File: config.mk
export PLATFORM = sky130hd
export DESIGN_NAME = uart_tx_stat
export DESIGN_NICKNAME = d
export VERILOG_FILES = /design/src/rtl/uart_tx_pkg.sv /design/src/rtl/uart_tx_shift.sv /design/src/rtl/uart_tx_regs.sv /design/src/rtl/uart_tx_stat.sv
export SDC_FILE = /design/constraint.sdc
export NUM_CORES = 1
export LEC_CHECK = 0
export ABC_AREA = 1
export BUFFER_PORTS_ARGS = -buffer_cell sky130_fd_sc_hd__buf_2
export CAP_MARGIN = 40
export CORE_ASPECT_RATIO = 0.6
export CORE_MARGIN = 5
export CORE_UTILIZATION = 45
export CTS_BUF_LIST = sky130_fd_sc_hd__clkbuf_8
export CTS_CLUSTER_SIZE = 40
export DETAILED_ROUTE_END_ITERATION = 10
export HOLD_SLACK_MARGIN = 0.12
export PLACE_DENSITY_LB_ADDON = 0.12
export REMOVE_ABC_BUFFERS = 1
export SYNTH_ARGS = -nofsm -noshare
export SYNTH_HDL_FRONTEND = slang
export SYNTH_HIERARCHICAL = 1
export SYNTH_SLANG_ARGS = --single-unit
File: constraint.sdc
create_clock -name clk -period 3 [get_ports clk]
set_input_delay 0.3 -clock clk [delete_from_list [all_inputs] [get_ports clk]]
set_output_delay 0.3 -clock clk [all_outputs]
set_load 0.05 [all_outputs]
File: src/rtl/uart_tx_pkg.sv
package uart_tx_pkg;
    localparam int BUS_W = 8;

    localparam logic [1:0] ADDR_STAT = 2'd0;
    localparam logic [1:0] ADDR_CTRL = 2'd1;
    localparam logic [1:0] ADDR_DATA = 2'd2;

    // status bit positions
    localparam int ST_EMPTY = 7;
    localparam int ST_DONE  = 6;

    // control bit positions
    localparam int CT_IE_TX = 7;
    localparam int CT_IE_TC = 6;
    localparam int CT_BRK   = 1;
    localparam int CT_PRE   = 0;

    typedef enum logic [1:0] {
        FR_DATA  = 2'd0,
        FR_BREAK = 2'd1,
        FR_PRE   = 2'd2
    } frame_kind_e;
endpackage

File: src/rtl/uart_tx_shift.sv
module uart_tx_shift
    import uart_tx_pkg::*;
#(
    parameter int DATA_W = 8,
    parameter int OVS    = 16
) (
    input  logic              clk,
    input  logic              rst_n,
    input  logic              baud_tick,
    input  logic              start,
    input  frame_kind_e       kind,
    input  logic [DATA_W-1:0] data,
    output logic              txd,
    output logic              busy,
    output logic              done
);
    localparam int FRAME_W = DATA_W + 2;
    localparam int TICK_W  = (OVS > 2) ? $clog2(OVS) : 1;
    localparam int BIT_W   = $clog2(FRAME_W);
    localparam logic [TICK_W-1:0] TICK_LAST = TICK_W'(OVS - 1);
    localparam logic [BIT_W-1:0]  BIT_LAST  = BIT_W'(FRAME_W - 1);

    typedef struct packed {
        logic               busy;
        logic               txd;
        logic [FRAME_W-1:0] shreg;
        logic [TICK_W-1:0]  tick;
        logic [BIT_W-1:0]   bitn;
    } sh_t;

    sh_t sh_d, sh_q;
    logic [FRAME_W-1:0] pattern_d;

    always_comb begin
        case (kind)
            FR_DATA:  pattern_d = {1'b1, data, 1'b0};
            FR_BREAK: pattern_d = '0;
            default:  pattern_d = '1;
        endcase
    end

    assign done = sh_q.busy && baud_tick && (sh_q.tick == TICK_LAST)
                  && (sh_q.bitn == BIT_LAST);

    always_comb begin
        sh_d = sh_q;
        if (sh_q.busy && baud_tick) begin
            if (sh_q.tick == TICK_LAST) begin
                sh_d.tick = '0;
                if (sh_q.bitn == BIT_LAST) begin
                    sh_d.busy = 1'b0;
                    sh_d.txd  = 1'b1;
                end else begin
                    sh_d.bitn  = sh_q.bitn + 1'b1;
                    sh_d.shreg = {1'b1, sh_q.shreg[FRAME_W-1:1]};
                    sh_d.txd   = sh_q.shreg[1];
                end
            end else begin
                sh_d.tick = sh_q.tick + 1'b1;
            end
        end
        if (start) begin
            sh_d.busy  = 1'b1;
            sh_d.tick  = '0;
            sh_d.bitn  = '0;
            sh_d.shreg = pattern_d;
            sh_d.txd   = pattern_d[0];
        end
    end

    always_ff @(posedge clk or negedge rst_n) begin
        if (!rst_n) begin
            sh_q.busy  <= 1'b0;
            sh_q.txd   <= 1'b1;
            sh_q.shreg <= '1;
            sh_q.tick  <= '0;
            sh_q.bitn  <= '0;
        end else begin
            sh_q <= sh_d;
        end
    end

    assign txd  = sh_q.txd;
    assign busy = sh_q.busy;
endmodule

File: src/rtl/uart_tx_regs.sv
module uart_tx_regs
    import uart_tx_pkg::*;
#(
    parameter int DATA_W = 8
) (
    input  logic              clk,
    input  logic              rst_n,
    input  logic              bus_sel,
    input  logic              bus_we,
    input  logic [1:0]        bus_addr,
    input  logic [BUS_W-1:0]  bus_wdata,
    output logic [BUS_W-1:0]  bus_rdata,
    input  logic              sh_busy,
    input  logic              sh_done,
    output logic              sh_start,
    output frame_kind_e       sh_kind,
    output logic [DATA_W-1:0] hold,
    output logic              empty,
    output logic              complete,
    output logic              ie_tx,
    output logic              ie_tc
);
    typedef struct packed {
        logic              empty;
        logic              complete;
        logic              arm_empty;
        logic              arm_done;
        logic              ie_tx;
        logic              ie_tc;
        logic              pend_brk;
        logic              pend_pre;
        logic [DATA_W-1:0] hold;
    } rg_t;

    rg_t rg_d, rg_q;

    logic st_rd, st_wr, dat_wr, ctl_wr, free, busy_next;

    assign st_rd  = bus_sel && !bus_we && (bus_addr == ADDR_STAT);
    assign st_wr  = bus_sel &&  bus_we && (bus_addr == ADDR_STAT);
    assign dat_wr = bus_sel &&  bus_we && (bus_addr == ADDR_DATA);
    assign ctl_wr = bus_sel &&  bus_we && (bus_addr == ADDR_CTRL);

    // shifter can accept a frame when idle or finishing this cycle
    assign free     = !sh_busy || sh_done;
    assign sh_start = free && (rg_q.pend_brk || rg_q.pend_pre || !rg_q.empty);

    always_comb begin
        if (rg_q.pend_brk)      sh_kind = FR_BREAK;
        else if (rg_q.pend_pre) sh_kind = FR_PRE;
        else                    sh_kind = FR_DATA;
    end

    assign busy_next = sh_start || (sh_busy && !sh_done);

    always_comb begin
        rg_d = rg_q;

        if (sh_start) begin
            case (sh_kind)
                FR_BREAK: rg_d.pend_brk = 1'b0;
                FR_PRE:   rg_d.pend_pre = 1'b0;
                default:  rg_d.empty    = 1'b1;
            endcase
        end

        if (st_rd) begin
            rg_d.arm_empty = rg_q.empty;
            rg_d.arm_done  = rg_q.complete;
        end else if (st_wr) begin
            rg_d.arm_empty = 1'b0;
            rg_d.arm_done  = 1'b0;
        end

        if (dat_wr) begin
            if (rg_q.arm_empty) begin
                rg_d.hold  = bus_wdata[DATA_W-1:0];
                rg_d.empty = 1'b0;
            end
            rg_d.arm_empty = 1'b0;
            rg_d.arm_done  = 1'b0;
        end

        if (ctl_wr) begin
            rg_d.ie_tx = bus_wdata[CT_IE_TX];
            rg_d.ie_tc = bus_wdata[CT_IE_TC];
            if (bus_wdata[CT_BRK]) rg_d.pend_brk = 1'b1;
            if (bus_wdata[CT_PRE]) rg_d.pend_pre = 1'b1;
        end

        rg_d.complete = rg_d.empty && !busy_next && !rg_d.pend_brk
                        && !rg_d.pend_pre && !(dat_wr && rg_q.arm_done);
    end

    always_ff @(posedge clk or negedge rst_n) begin
        if (!rst_n) begin
            rg_q.empty     <= 1'b1;
            rg_q.complete  <= 1'b1;
            rg_q.arm_empty <= 1'b0;
            rg_q.arm_done  <= 1'b0;
            rg_q.ie_tx     <= 1'b0;
            rg_q.ie_tc     <= 1'b0;
            rg_q.pend_brk  <= 1'b0;
            rg_q.pend_pre  <= 1'b0;
            rg_q.hold      <= '0;
        end else begin
            rg_q <= rg_d;
        end
    end

    always_comb begin
        bus_rdata = '0;
        case (bus_addr)
            ADDR_STAT: begin
                bus_rdata[ST_EMPTY] = rg_q.empty;
                bus_rdata[ST_DONE]  = rg_q.complete;
            end
            ADDR_CTRL: begin
                bus_rdata[CT_IE_TX] = rg_q.ie_tx;
                bus_rdata[CT_IE_TC] = rg_q.ie_tc;
            end
            default: bus_rdata = '0;
        endcase
    end

    assign hold     = rg_q.hold;
    assign empty    = rg_q.empty;
    assign complete = rg_q.complete;
    assign ie_tx    = rg_q.ie_tx;
    assign ie_tc    = rg_q.ie_tc;
endmodule

File: src/rtl/uart_tx_stat.sv
module uart_tx_stat
    import uart_tx_pkg::*;
#(
    parameter int DATA_W = 8,
    parameter int OVS    = 16
) (
    input  logic             clk,
    input  logic             rst_n,
    input  logic             baud_tick,
    input  logic             bus_sel,
    input  logic             bus_we,
    input  logic [1:0]       bus_addr,
    input  logic [BUS_W-1:0] bus_wdata,
    output logic [BUS_W-1:0] bus_rdata,
    output logic             txd,
    output logic             irq_tx,
    output logic             irq_tc
);
    logic              sh_busy, sh_done, sh_start;
    frame_kind_e       sh_kind;
    logic [DATA_W-1:0] hold_w;
    logic              empty_w, complete_w, ie_tx_w, ie_tc_w;

    uart_tx_regs #(.DATA_W(DATA_W)) u_regs (
        .clk       (clk),
        .rst_n     (rst_n),
        .bus_sel   (bus_sel),
        .bus_we    (bus_we),
        .bus_addr  (bus_addr),
        .bus_wdata (bus_wdata),
        .bus_rdata (bus_rdata),
        .sh_busy   (sh_busy),
        .sh_done   (sh_done),
        .sh_start  (sh_start),
        .sh_kind   (sh_kind),
        .hold      (hold_w),
        .empty     (empty_w),
        .complete  (complete_w),
        .ie_tx     (ie_tx_w),
        .ie_tc     (ie_tc_w)
    );

    uart_tx_shift #(.DATA_W(DATA_W), .OVS(OVS)) u_shift (
        .clk       (clk),
        .rst_n     (rst_n),
        .baud_tick (baud_tick),
        .start     (sh_start),
        .kind      (sh_kind),
        .data      (hold_w),
        .txd       (txd),
        .busy      (sh_busy),
        .done      (sh_done)
    );

    assign irq_tx = empty_w && ie_tx_w;
    assign irq_tc = complete_w && ie_tc_w;
endmodule

## Word-level counts from Yosys, hierarchy flattened

Cells that the tools add are included.

| storage, ports and cells | value |
|---|---|
| register bits after elaboration | 36 |
| output and inout port bits | 11 |
| word-level logic and storage cells | 90 |

| cells by class | value |
|---|---|
| $add $sub $neg | 2 |
| equal/unequal tests | 7 |
| multiplexer cells | 26 |
| reduce and logical (&&, ||, !) cells | 41 |

Operators with widths:

| operator | count |
|---|---|
| 20-bit two-way mux | 2 |
| 10-bit case mux with 2 select lines | 1 |
| 1-bit logical AND | 18 |
| 2-bit two-way mux | 7 |
| 12-bit two-way mux | 1 |
| 4-bit two-way mux | 3 |
| 1-bit two-way mux | 10 |
| 10-bit two-way mux | 1 |
| 4-bit by 1-bit adder with 4-bit output (second input constant) | 2 |
| 4-bit == test (second input constant) | 2 |
| 1-bit logical NOT | 8 |
| 3-bit AND reduction | 2 |
| 2-bit nonzero test | 3 |
| 2-bit by 1-bit == test with 1-bit output (second input constant) | 2 |
| 2-bit == test (second input constant) | 2 |
| 2-bit logical NOT | 2 |
| 1-bit logical OR | 4 |
| 2-bit case mux with 2 select lines | 1 |
| 2-bit AND reduction | 2 |
| 3-bit nonzero test | 1 |
| 2-bit inequality test (second input constant) | 1 |
| 2-bit OR reduction | 1 |

## Logic depth before layout (Yosys ltp)

| depth | value |
|---|---|
| depth in word-level cells | 12 |
| mapped depth | 14 |
| gate-level depth less buffers | 14 |

## Hierarchy

Netlist, hierarchy kept.

Modules (own cells, without submodules):

| module | times used | cells each | area an instance (µm²) | sequential area each (µm²) |
|---|---|---|---|---|
| uart_tx_shift | 1 | 141 | 1113.6 | 488.0 |
| uart_tx_regs | 1 | 114 | 887.1 | 402.9 |
| uart_tx_stat | 1 | 4 | 15.0 | 0.0 |

## Least setup slack after synthesis

No wires, ideal clock.

| path | value |
|---|---|
| kind | reg2out |
| start | register, netlist name u_regs/empty |
| end | output port bus_rdata[7] |
| data arrival time | 1.681 ns |
| data required time | 2.700 ns |
| slack | 1.019 ns |
| stages on the path, launching flop included | 3 |
| path buffers | 0 |
| cells stage by stage | dfstp_2 -> inv_1 -> o21ai_0 |

| between the ends | value |
|---|---|
| cells in the longest elaborated chain, start to end | 1 |

Ends and longest elaborated chain:

| item | line | RTL |
|---|---|---|
| 2-bit case mux with 2 select lines | uart_tx_regs.sv:113 | `case (bus_addr)` |
| end, declared | uart_tx_stat.sv:14 | `output logic [BUS_W-1:0] bus_rdata,` |

Every way passes these cells.

## Worst setup path after layout

| path | value |
|---|---|
| start | register u_shift/sh_q[4] (netlist name) |
| end | register u_shift/sh_q[12] (netlist name) |

| between the ends | value |
|---|---|
| cells in the longest elaborated chain, start to end | 7 |
| elaborated cells on any way between the ends | 10 |
| those cells by class | eq/ne (2); mux (1); reduce/logical (7) |

Ends and longest elaborated chain:

| item | line | RTL |
|---|---|---|
| start, declared | uart_tx_shift.sv:31 | `sh_t sh_d, sh_q;` |
| 4-bit == test * | uart_tx_shift.sv:42 | `assign done = sh_q.busy && baud_tick && (sh_q.tick == TICK_LAST)` |
| 1-bit logical AND * | uart_tx_shift.sv:42 |  |
| 1-bit logical AND * | uart_tx_shift.sv:43 | `&& (sh_q.bitn == BIT_LAST);` |
| via sh_done | uart_tx_stat.sv:19 | `logic sh_busy, sh_done, sh_start;` |
| 1-bit logical OR * | uart_tx_regs.sv:45 | `assign free = !sh_busy \|\| sh_done;` |
| 1-bit logical AND * | uart_tx_regs.sv:46 | `assign sh_start = free && (rg_q.pend_brk \|\| rg_q.pend_pre \|\| !rg_q.empty);` |
| via sh_start | uart_tx_stat.sv:19 |  |
| 2-bit inequality test (no line) or 2-bit nonzero test (tied branches) | -- |  |
| 3-bit AND reduction (no line) | -- |  |

The timed path passes the listed nets; every way through them passes the cells marked *.
A chain may end at the register's enable or synchronous reset.

==> key figures <==
Layout
  • Final nets: roughly 290
  • Design area: 2170 um^2
  • Area growth syn-to-layout: 7.57%
  • Layout Utilization: 51.5%
  • Layout fillers: between 400 and 500
  • Number of diodes: 0
  • Share of cells above drive strength 1: 23.4%
  • Layout Cells excl Fill: 334

STA
  • RSZ-0062 raised after global routing: false
  • Tmin final: 2.35 ns
  • Setup TNS: 0 ns
  • Skew final: between 0.005 and 0.006 ns
  • Tcrit/Tclk final: 78.3%
  • F_max: 0.426 GHz
  • Max-slew headroom: 49.7%
  • Slew Limit Fails: 0
  • Final Setup Violations: 0
  • Setup WS post-layout: 0.652 ns
  • Hold Fails Final Rpt: 0
  • Worst-Margin Slew: approximately 0.75 ns

Floorplan
  • Core area: 4210 um^2
  • Die width: 96.4 um
  • Die ar.: 5960 um^2
  • Initial Utilization: 47.9%
  • Ports: 26
  • Die height: between 60 and 70 um
  • FP Rows: 18

Detailed routing
  • Via count: between 1500 and 2000
  • Initial drt markers: between 90 and 100
  • WL/cell: 11.6 um
  • Drt pass-1 iters: 4
  • Vias per cell: 4.79
  • Wirelength, routed: 3870 um
  • DRC: 0
  • DRT antenna net count: 0

Flow run
  • Max-Cap Viols: 0

Global routing
  • Vias in the first global route: ~1400
  • Total track usage: between 10 and 15%
  • Global-route wire length before repair: 6680 um
  • Gr ovfl total: 0
  • Initial antenna violation count: 0
  • Pin count of the biggest net entering global routing: 36

Critical path
  • Req. time, crit path: 3.22 ns
  • Crit path max fanout: 26
  • Critical Path Source Type: flop
  • Critical Path AT: 2.57 ns
  • Crit Path Category: reg2reg
  • CP Capture Type: flop

Clock tree
  • H-tree depth: 2
  • Clk slew on worst S/H paths: 0.07 ns
  • CTS tree: done
  • Inserted Clock Buffers: 5
  • Post-CTS Resized: 0
  • Clock Path Buffers: 2
  • Clock sink count: 35
  • Root Driver: clkbuf_8
  • Clock latency at the later pin of the worst-skew pair: approximately 0.29 ns

Logic synthesis
  • Mapped cell area: a little over 2000 um^2
  • Ys flop type: dfrtp_1
  • Post-synthesis sequential area ratio: 44.2%
  • Number of synthesized flops with an enable pin: 0
  • Mean Syn Cell Area: 7.78 um^2
  • Post-Synthesis Cells: 259
  • FFs w/ async S/R, synth: 100%
  • Number of synthesized register bits: 35
  • Warnings, synthesis: 6
  • Synth cell types: 25

Place
  • Placed cell count: ~330
  • DP Worst Slack: 0.680 ns
  • DP Wirelength: ~2900 um
  • RD Place Congestion: 0.818
  • Dpl cell area: 2070 um^2
  • IO Port Bufs: 19

Power and ir drop
  • Leak pwr: 0.00113 uW
  • Worst vdd ir: between 200 and 300 uV
  • P per Cell Area: roughly 700 nW/um^2

Hold path
  • Hold WC Path Type: in2reg

Status
  • Outcome: finished clean
-- flip-flops by register name, indices dropped and copies added, names as in the netlist --
name and flops:
u_shift/sh_q 17, u_regs/rg_q 4, u_regs/empty 1, u_regs/complete 1
u_regs/hold 8, u_regs/ie_tc 1, u_shift/txd 1, u_regs/ie_tx 1
u_shift/busy 1
-- metrics by stage --
| step | total power, uW | hold WS (ns) |
|---|---|---|
| floorplan | 1090 | 0.00441 |
| global placement | 1200 | 0.417 |
| detailed placement | 1200 | 0.423 |
| CTS | 1540 | 0.195 |
| global route | 1640 | 0.190 |
| finish | 1520 | 0.205 |
-- cells in the final DEF, fill, tap and decap left out, drive strengths merged --
master,count
nand2,96
nand3,34
inv,29
dfrtp,23
nor2,21
buf,20
dfstp,12
a21oi,9
o21ai,7
conb,6
clkbuf,5
ha,3
nand4,2
clkinv,2
clkinvlp,1
dlygate4sd3,1
nand3b,1
nor3b,1
xor2,1
-- cell usage after synthesis, types with 2 or more instances --
| cell type | count | area share, % |
|---|---|---|
| a21oi_1 | 9 | 2.2 |
| buf_2 | 3 | 0.74 |
| buf_4 | 15 | 5.6 |
| dfrtp_1 | 23 | 29 |
| dfstp_2 | 12 | 16 |
| ha_1 | 3 | 1.9 |
| inv_1 | 21 | 3.9 |
| inv_2 | 7 | 1.3 |
| nand2_1 | 91 | 17 |
| nand2_2 | 4 | 1.2 |
| nand3_1 | 26 | 6.5 |
| nand3_2 | 5 | 2.5 |
| nand3_4 | 3 | 2.6 |
| nand4_1 | 2 | 0.62 |
| nor2_1 | 17 | 3.2 |
| nor2_4 | 3 | 1.7 |
| o21ai_0 | 7 | 1.7 |
-- worst paths after layout --
| check | depth (start not counted) | slack, ns | endpoint | from |
|---|---|---|---|---|
| setup / recovery | 15 | 0.65 | u_shift/sh_q[12] | u_shift/sh_q[4] |
| hold / removal | 3 | 0.20 | u_regs/hold[5] | bus_wdata[5] |
| setup reg to reg | 15 | 0.65 | u_shift/sh_q[12] | u_shift/sh_q[4] |
| hold reg to reg | 2 | 0.48 | u_shift/sh_q[11] | u_shift/sh_q[11] |
| max in group asynchronous | 2 | 1.90 | u_shift/sh_q[7] | rst_n |
| min in group asynchronous | 2 | 0.61 | u_regs/hold[5] | rst_n |
-- worst max-delay path, cell delays in order, from the launching register on --
cell and delay (ns):
dfrtp_1 0.38, ha_1 0.21, nand2_2 0.09, nor2_4 0.12, nand2_1 0.09, nor2_1 0.09
inv_1 0.04, nand2_1 0.10, inv_1 0.07, a21oi_1 0.12, buf_4 0.20, inv_2 0.22
nor2_2 0.31, a21oi_1 0.12, nand2_1 0.09, nand2_1 0.06
-- what timing repair did --
item | in CTS | in global routing
hold endpoints to repair | 23 | 0
hold buffers | 1 | 0
buffers inserted | 0 | 0
-- power breakdown --
part	internal [uW]	switching [uW]
clock	159	170
combinational	160	262
sequential	662	106
-- cell families (layout without fill, tap and decap cells) --
| kind of cell | after synthesis | after routing | synth area share [%] |
|---|---|---|---|
| simple gates | 155 | 155 | 36.8 |
| buf+inv | 48 | 58 | 12.5 |
| flops | 35 | 35 | 44.2 |
| compound gates | 16 | 16 | 3.97 |
| fa+ha+maj | 3 | 3 | 1.86 |
| other cells | 1 | 6 | 0.186 |
| xor+xnor | 1 | 1 | 0.435 |
-- area by class of cell --
| class | count | area, um^2 | area share (%) |
|---|---|---|---|
| inverters | 29 | 114 | 5.25 |
| repair buffers | 21 | 113 | 5.19 |
| flip-flops and latches | 35 | 891 | 41.1 |
| multi-input cells | 181 | 891 | 41.1 |
| clock buffers | 5 | 68.8 | 3.17 |
| well taps | 60 | 75.1 | 3.46 |
| clock inverters | 3 | 16.3 | 0.750 |
-- layer usage --
metal  vias to the layer above  GRT usage [%]  part of all wire [%]  routed length (um)
met5                         -              0                     0                   0
li1                        819              -                     -                   -
met1                       741           22.8                    56                2160
met2                        36           19.5                    38                1460
met4                         0           4.79                   1.1                  42
met3                         5           4.33                   5.5                 211
No activity file was read; power rests on OpenSTA's default activity.
